`src/rtl/psub_pkg.sv`:
```
package psub_pkg;

  typedef enum logic [1:0] {
    HI_PRESERVE = 2'd0,
    HI_CLEAR    = 2'd1,
    HI_FULL     = 2'd2,
    HI_FULL_ALT = 2'd3
  } hi_mode_e;

  localparam int SIZE_CODE_W = 3;
  localparam int MODE_CODE_W = 2;

  // log2 of the number of slices in one element; undefined codes fall back to 0
  function automatic logic [1:0] span_log2(input logic [SIZE_CODE_W-1:0] code);
    logic [1:0] r;
    if (code > 3'd3) r = 2'd0;
    else             r = code[1:0];
    return r;
  endfunction

endpackage

```
`src/rtl/psub_borrow_ctl.sv`:
```
module psub_borrow_ctl
  import psub_pkg::*;
#(
  parameter int NSLICE = 32
) (
  input  logic [SIZE_CODE_W-1:0] size_sel,
  output logic [NSLICE-1:0]      elem_start
);

  logic [1:0] lg;
  assign lg = span_log2(size_sel);

  for (genvar i = 0; i < NSLICE; i++) begin : g_start
    localparam bit AT2 = (i % 2) == 0;
    localparam bit AT4 = (i % 4) == 0;
    localparam bit AT8 = (i % 8) == 0;
    always_comb begin
      unique case (lg)
        2'd0:    elem_start[i] = 1'b1;
        2'd1:    elem_start[i] = AT2;
        2'd2:    elem_start[i] = AT4;
        default: elem_start[i] = AT8;
      endcase
    end
  end

endmodule

```
`src/rtl/psub_slice_chain.sv`:
```
module psub_slice_chain #(
  parameter int VEC_W   = 256,
  parameter int SLICE_W = 8
) (
  input  logic [VEC_W-1:0]         op_a,
  input  logic [VEC_W-1:0]         op_b,
  input  logic [VEC_W/SLICE_W-1:0] elem_start,
  output logic [VEC_W-1:0]         diff
);

  localparam int NSLICE = VEC_W / SLICE_W;

  // chain[i] is the no-borrow carry arriving at slice i from slice i-1
  logic [NSLICE-1:0] chain;
  assign chain[0] = 1'b0;

  for (genvar i = 0; i < NSLICE; i++) begin : g_slice
    logic cin;
    // an element start injects the +1 of two's-complement negation
    assign cin = elem_start[i] ? 1'b1 : chain[i];
    if (i < NSLICE - 1) begin : g_mid
      logic [SLICE_W:0] sum;
      assign sum = {1'b0, op_a[i*SLICE_W +: SLICE_W]}
                 + {1'b0, ~op_b[i*SLICE_W +: SLICE_W]}
                 + {{SLICE_W{1'b0}}, cin};
      assign diff[i*SLICE_W +: SLICE_W] = sum[SLICE_W-1:0];
      assign chain[i+1] = sum[SLICE_W];
    end else begin : g_top
      assign diff[i*SLICE_W +: SLICE_W] = op_a[i*SLICE_W +: SLICE_W]
                                        + ~op_b[i*SLICE_W +: SLICE_W]
                                        + {{(SLICE_W-1){1'b0}}, cin};
    end
  end

endmodule

```
`src/rtl/psub_half_merge.sv`:
```
module psub_half_merge
  import psub_pkg::*;
#(
  parameter int VEC_W = 256
) (
  input  hi_mode_e               mode,
  input  logic [VEC_W-1:0]       diff,
  input  logic [VEC_W/2-1:0]     prev_hi,
  output logic [VEC_W-1:0]       merged
);

  localparam int HALF_W = VEC_W / 2;

  assign merged[HALF_W-1:0] = diff[HALF_W-1:0];

  always_comb begin
    unique case (mode)
      HI_PRESERVE: merged[VEC_W-1:HALF_W] = prev_hi;
      HI_CLEAR:    merged[VEC_W-1:HALF_W] = '0;
      default:     merged[VEC_W-1:HALF_W] = diff[VEC_W-1:HALF_W];
    endcase
  end

endmodule

```
`src/rtl/psimd_sub.sv`:
```
module psimd_sub
  import psub_pkg::*;
#(
  parameter int VEC_W   = 256,
  parameter int SLICE_W = 8
) (
  input  logic                   clk,
  input  logic                   rst,
  input  logic                   in_valid,
  input  logic [2:0]             size_sel,
  input  logic [1:0]             mode_sel,
  input  logic [VEC_W-1:0]       src_a,
  input  logic [VEC_W-1:0]       src_b,
  input  logic [VEC_W/2-1:0]     prev_hi,
  output logic                   out_valid,
  output logic [VEC_W-1:0]       result
);

  localparam int NSLICE = VEC_W / SLICE_W;

  logic [NSLICE-1:0] elem_start;
  logic [VEC_W-1:0]  diff;
  logic [VEC_W-1:0]  merged;
  hi_mode_e          mode;

  assign mode = hi_mode_e'(mode_sel);

  psub_borrow_ctl #(.NSLICE(NSLICE)) u_ctl (
    .size_sel   (size_sel),
    .elem_start (elem_start)
  );

  psub_slice_chain #(.VEC_W(VEC_W), .SLICE_W(SLICE_W)) u_chain (
    .op_a       (src_a),
    .op_b       (src_b),
    .elem_start (elem_start),
    .diff       (diff)
  );

  psub_half_merge #(.VEC_W(VEC_W)) u_merge (
    .mode    (mode),
    .diff    (diff),
    .prev_hi (prev_hi),
    .merged  (merged)
  );

  always_ff @(posedge clk) begin
    if (rst) begin
      out_valid <= 1'b0;
      result    <= '0;
    end else begin
      out_valid <= in_valid;
      if (in_valid) result <= merged;
    end
  end

endmodule

```
`config.mk`:
```
export PLATFORM = sky130hd
export DESIGN_NAME = psimd_sub
export DESIGN_NICKNAME = d
export VERILOG_FILES = /design/src/rtl/psub_pkg.sv /design/src/rtl/psub_borrow_ctl.sv /design/src/rtl/psub_slice_chain.sv /design/src/rtl/psub_half_merge.sv /design/src/rtl/psimd_sub.sv
export SDC_FILE = /design/constraint.sdc
export NUM_CORES = 1
export LEC_CHECK = 0
export ABC_AREA = 1
export CAP_MARGIN = 15
export CORE_AREA = 2 2 351 353
export DETAILED_ROUTE_END_ITERATION = 6
export DIE_AREA = 0 0 353 355
export SLEW_MARGIN = 0
export SYNTH_ARGS = -nofsm -noshare
export SYNTH_HDL_FRONTEND = slang
export SYNTH_SLANG_ARGS = --single-unit
```
`constraint.sdc`:
```
create_clock -name clk -period 13.6 [get_ports clk]
set_input_delay 2.04 -clock clk [delete_from_list [all_inputs] [get_ports clk]]
set_output_delay 2.04 -clock clk [all_outputs]
set_load 0.02 [all_outputs]
```
### After elaboration in Yosys (flattened, before gate mapping)

Cells that the tools add are included.

| word-level totals | value |
|---|---|
| output and inout port bits | 257 |
| input port bits | 648 |
| logic and storage cells | 139 |
| bits in registers | 257 |

| operators by class | value |
|---|---|
| reduce and logical (&&, ||, !) cells | 4 |
| magnitude comparators | 1 |
| add/subtract/negate cells | 64 |
| bitwise logic cells | 32 |
| equal/unequal tests | 3 |
| mux-type cells | 33 |

Operators by type and width:

| kind | count |
|---|---|
| inverter 8 bit | 32 |
| case mux 128 bit (2 select lines) | 1 |
| adder 8 x 8 -> 9 bit | 28 |
| adder 9 x 1 -> 9 bit | 24 |
| adder 9 x 1 -> 9 bit (second input constant) | 4 |
| adder 8 x 1 -> 8 bit | 4 |
| adder 8 bit | 4 |
| 2-to-1 mux 1 bit | 31 |
| == test 2 x 1 -> 1 bit (second input constant) | 2 |
| zero test 2 bit | 2 |
| greater-than comparator 3 x 2 -> 1 bit (second input constant) | 1 |
| OR reduction 3 bit | 1 |
| == test 2 bit (second input constant) | 1 |
| 2-to-1 mux 2 bit | 1 |
| OR reduction 2 bit | 1 |

### Logic depth before layout (Yosys ltp)

| depth | value |
|---|---|
| depth after elaboration | 19 |
| depth in mapped cells | 78 |
| depth with buffers taken out | 78 |

### Hierarchy

Synthesis repeated with hierarchy kept, for this count alone.

| second synthesis, totals | value |
|---|---|
| cells, all modules | 4597 |
| area total of the unflattened synthesis | 26501.7 µm² |

By module, submodules not included:

| module | area an instance (µm²) | instances | cells an instance | seq. area each (µm²) |
|---|---|---|---|---|
| psub_slice_chain | 13051.3 | 1 | 2397 | 0.0 |
| psimd_sub | 10657.7 | 1 | 1625 | 5144.9 |
| psub_half_merge | 2553.7 | 1 | 541 | 0.0 |
| psub_borrow_ctl | 239.0 | 1 | 34 | 0.0 |

### Worst setup path after synthesis

Ideal clock, no wire load.

| path | value |
|---|---|
| path kind | in2reg |
| start point | in src_a[64] |
| end point | reg result[126] |
| stages on the path | 65 |
| setup slack | 0.724 ns |
| arrival time | 12.767 ns |
| setup time | 0.109 ns |
| data required time | 13.491 ns |
| path buffers | 0 |
| cell sequence | inv_1 -> ha_1 -> fa_1 -> o21ai_1 -> nand2_1 -> nand2_1 -> nand2_1 -> nand2_1 -> a21oi_1 -> fa_1 -> fa_1 -> o21ai_0 -> nand2_1 -> nand2_1 -> nand2_1 -> nand2_1 -> a21oi_1 -> fa_1 -> [... 29 more ...] -> nand2_1 -> a21oi_1 -> fa_1 -> fa_1 -> o21ai_0 -> nand2_1 -> nand2_1 -> nand2_1 -> nand2_1 -> a21oi_1 -> fa_1 -> fa_1 -> o21ai_0 -> nand2_1 -> nand3_1 -> nand3_1 -> nand2_1 -> inv_1 |

| between the ends | value |
|---|---|
| cells in the longest elaborated chain, start to end | 16 |

RTL lines:

| what | line | RTL |
|---|---|---|
| start: declaration | psimd_sub.sv:12 | `input logic [VEC_W-1:0] src_a,` |
| adder 8 x 8 -> 9 bit | psub_slice_chain.sv:24 | `+ {1'b0, ~op_b[i*SLICE_W +: SLICE_W]}` |
| adder 9 x 1 -> 9 bit | psub_slice_chain.sv:25 | `+ {{SLICE_W{1'b0}}, cin};` |
| 2-to-1 mux 1 bit | psub_slice_chain.sv:20 | `assign cin = elem_start[i] ? 1'b1 : chain[i];` |
| adder 9 x 1 -> 9 bit | psub_slice_chain.sv:25 |  |
| 2-to-1 mux 1 bit | psub_slice_chain.sv:20 |  |
| adder 9 x 1 -> 9 bit | psub_slice_chain.sv:25 |  |
| 2-to-1 mux 1 bit | psub_slice_chain.sv:20 |  |
| adder 9 x 1 -> 9 bit | psub_slice_chain.sv:25 |  |
| 2-to-1 mux 1 bit | psub_slice_chain.sv:20 |  |
| adder 9 x 1 -> 9 bit | psub_slice_chain.sv:25 |  |
| 2-to-1 mux 1 bit | psub_slice_chain.sv:20 |  |
| adder 9 x 1 -> 9 bit | psub_slice_chain.sv:25 |  |
| 2-to-1 mux 1 bit | psub_slice_chain.sv:20 |  |
| adder 9 x 1 -> 9 bit | psub_slice_chain.sv:25 |  |
| 2-to-1 mux 1 bit | psub_slice_chain.sv:20 |  |
| adder 8 x 1 -> 8 bit | psub_slice_chain.sv:25 |  |
| end signal: assignment | psimd_sub.sv:53 | `if (in_valid) result <= merged;` |
| end: declaration | psimd_sub.sv:16 | `output logic [VEC_W-1:0] result` |

Every way passes these cells.
A chain may end at the register's enable or synchronous reset.

### Final worst setup path

| path | value |
|---|---|
| start point | in src_a[0] |
| end point | reg result[60] |

The elaborated chain is that of the path after synthesis.

==> out/metrics.cfg <==
[critical_path]
timing.rr.start = result[75]
reg2reg_setup_slack_ps = 12760
critical_path.endpoint = result[60]
timing.critical_path.from_type = input port
timing.critical_path.required_ps = 14050
crit_buf_inv = 4
reg2regPathDepth = 4
crit_path_frequent_cell = nand2_1
cp-end-kind = flip-flop
worst_setup_path_startpoint = src_a[0]
arrival_time_at_the_worst_endpoint_ps = 13320
path_max_fanout = 2
worst-path-stages = 65
cp_slowest_stage_delay_ps = 480
cpLargestDelayFamily = adder cells
cpMaxStageDelayCell = fa_2
worstSetupPathType = in -> reg
crit-reg2reg-capture = result[75]

[placed_design]
port_buffers = 904
dpl_cell_area_sq_um = 32900
hpwl_after_dpl_mm = 93.2
gp_routability_congestion = 0.912

[run_status]
outcome = completed

[global_routing]
vias_in_the_first_global_route = 24200
top_usage_layer = met2
use_met3 = 0.0568
antenna_found_initial = 58
grt.overflow.total = 0
grt.total_usage = 0.171
grtUsageMet1 = 0.190
largest_net_degree_at_the_start_of_global_routing = 99
grt_pass1_wl_mm = 158
groute.layer.met2.usage = 0.305

[cts]
cts.sinks = 257
clkLatencyLatePin_ps = 560
cts-buffers-inserted = 35
clk_transition_reported_paths_ps = 60
clock_path_buffers = 3
cts_hold_buffers = 0
tritoncts = done
cts.root.buffer_cell = clkbuf_16
cts.htree.levels = 2

[power_and_ir_drop]
irDropWorstVdd_mv = 0.0619
power.density_nw_per_um2 = 86.9
clock_power_share = 0.313
power_leakage_uw = 0.0169
switching_power_uw = 1060
post-layout-total-power_uw = 2970
internal_power_uw = 1910
seqPwrFrac = 0.290
net_sw_frac = 0.357
power.share.combinational = 0.397

[floorplanning]
die-height_um = 355
core-area_sq_um = 121000
die_area_sq_um = 125000
placementRows = 128
die_w_um = 353
initial_core_utilization = 0.181
pin_count = 905

[sta]
setup_viol_count_final = 0
slew_violations = 0
slew_headroom = 0.267
achievable_clock_frequency_ghz = 0.0777
final_worst_clock_skew_ps = 0
transition_time_at_the_pin_with_the_least_slew_margin_ps = 1100
hold_violations = 0
min_period_over_period = 0.946
min_clock_period_post_route_ps = 12870

[detailed_routing]
dr.pass1.iters = 5
routed-via-count = 25200
routedWlPerCell_um = 18.6
route.detailed.vias_per_inst = 4.19
antenna_violating_nets_post_route = 0
detailedRoute.firstIterationViolations = 1532
drt_drc_violations_left = 0
routed_wirelength_mm = 112

[flow_run]
drv.max_cap_violation_count = 0

[logic_synthesis]
synth_cell_type_count = 29
total_of_warnings_raised_by_yosys = 0
post_synth_instance_area_sq_um = 22000
ys_seq_elements = 257
synth_sequential_area_ratio = 0.234
avgSynthCellArea_sq_um = 6.38
syn-instance-count = 3445
mappedNetlistNets = 4377

[cells_and_area]
post-route-cell-area_sq_um = 34200
layout.nets = 5264
layout-drive-gt1-share = 0.0413
most_common_library_cell_in_the_layout_ignoring_fill_and_taps = clkdlybuf4s50_1
area_growth_syn_to_layout_pct = 55.6
most-common-layout-cells = clkdlybuf4s50_1, nand2_1, inv_1

[min_path]
hold_class = reg -> reg

[metrics by stage]
stage / hold WS [ps] / utilization / TNS, ps / setup WS, ps / std cells
after floorplan: 592 / - / 0 / 724 / 3445
after global placement: 505 / 0.271 / -3150 / -580 / 5919
after detailed placement: 513 / 0.271 / -5040 / -661 / 5919
after CTS: 528 / 0.281 / 0 / 51.4 / 5978
after global routing: 551 / 0.282 / -13.7 / -13.7 / 5990
final: 524 / 0.282 / 0 / 730 / 5999
[layer usage]
metal	wire, um	part of all wire	vias to the layer above
met5	216	0.0019	-
li1	-	-	12600
met2	54600	0.49	897
met1	42800	0.38	11500
met3	10400	0.093	196
met4	3650	0.033	34
[worst min-delay path, cell delays in order (launching register included)]
cell and delay, ps:
dfxtp_1 320, o21ai_0 70, a21oi_1 100
[flip-flops by register name (all words and copies together) (netlist names)]
| register | flops |
|---|---|
| result | 256 |
| out_valid | 1 |
[cell usage after synthesis, drive strengths merged]
| library cell | instances | area [sq um] |
|---|---|---|
| nand3b | 14 | 105 |
| and2 | 1 | 6.26 |
| ha | 224 | 2800 |
| dfxtp | 257 | 5140 |
| xor2 | 46 | 403 |
| a21o | 2 | 15.0 |
| nor2 | 277 | 1050 |
| clkbuf | 41 | 166 |
| o21ai | 238 | 1190 |
| xnor2 | 46 | 403 |
| a21oi | 413 | 2070 |
| buf | 72 | 420 |
| inv | 717 | 2690 |
| fa | 60 | 1200 |
| or2 | 43 | 269 |
| nand2b | 2 | 12.5 |
| nand3 | 227 | 1140 |
| nand2 | 752 | 2820 |
| nand4 | 13 | 81.3 |
[how the worst min path moves through the flow]
| stage | cells past startpoint | endpoint | start | slack [ps] |
|---|---|---|---|---|
| 2_1_floorplan | 2 | result[104] | result[104] | 590 |
| 3_3_place_gp | 2 | result[224] | result[224] | 500 |
| 3_5_place_dp | 2 | result[48] | result[48] | 510 |
| 4_1_cts | 2 | result[48] | result[48] | 530 |
| 5_1_grt | 2 | result[195] | result[195] | 550 |
| 6_report | 2 | result[195] | result[195] | 520 |
[power groups by stage]
stage | logic, uW | clock network (uW) | registers (uW)
final | 1180 | 931 | 862
after global placement | 1170 | 0 | 876
after floorplan | 527 | 0 | 950
after CTS | 1180 | 968 | 862
after detailed placement | 1170 | 0 | 877
after global routing | 1300 | 990 | 869
[cell families after synthesis]
logic type / synth area share
buf+inv: 0.149
flops: 0.234
compound gates: 0.149
fa+ha+maj: 0.182
simple gates: 0.249
xor+xnor: 0.0366
[repair_timing]
item | 4_1_cts | 5_1_grt
endpoints found under the hold margin | 0 | 0
gates cloned | 0 | 0
gates resized for setup | 2 | 43
setup buffers | 0 | 1
endpoints found under the setup margin | 4 | 26
pin swaps | 0 | 3
[layout make-up]
| class | count | area [sq um] |
|---|---|---|
| fillers | 13400 | 87200 |
| multi-input cells | 2358 | 13700 |
| repair buffers | 963 | 9500 |
| flip-flops and latches | 257 | 5140 |
| inverters | 717 | 2700 |
| well taps | 1625 | 2030 |
| clock buffers | 52 | 1040 |
| clock inverters | 7 | 70.1 |
| diodes | 20 | 50.0 |
Power figures use the tool's default switching activity.
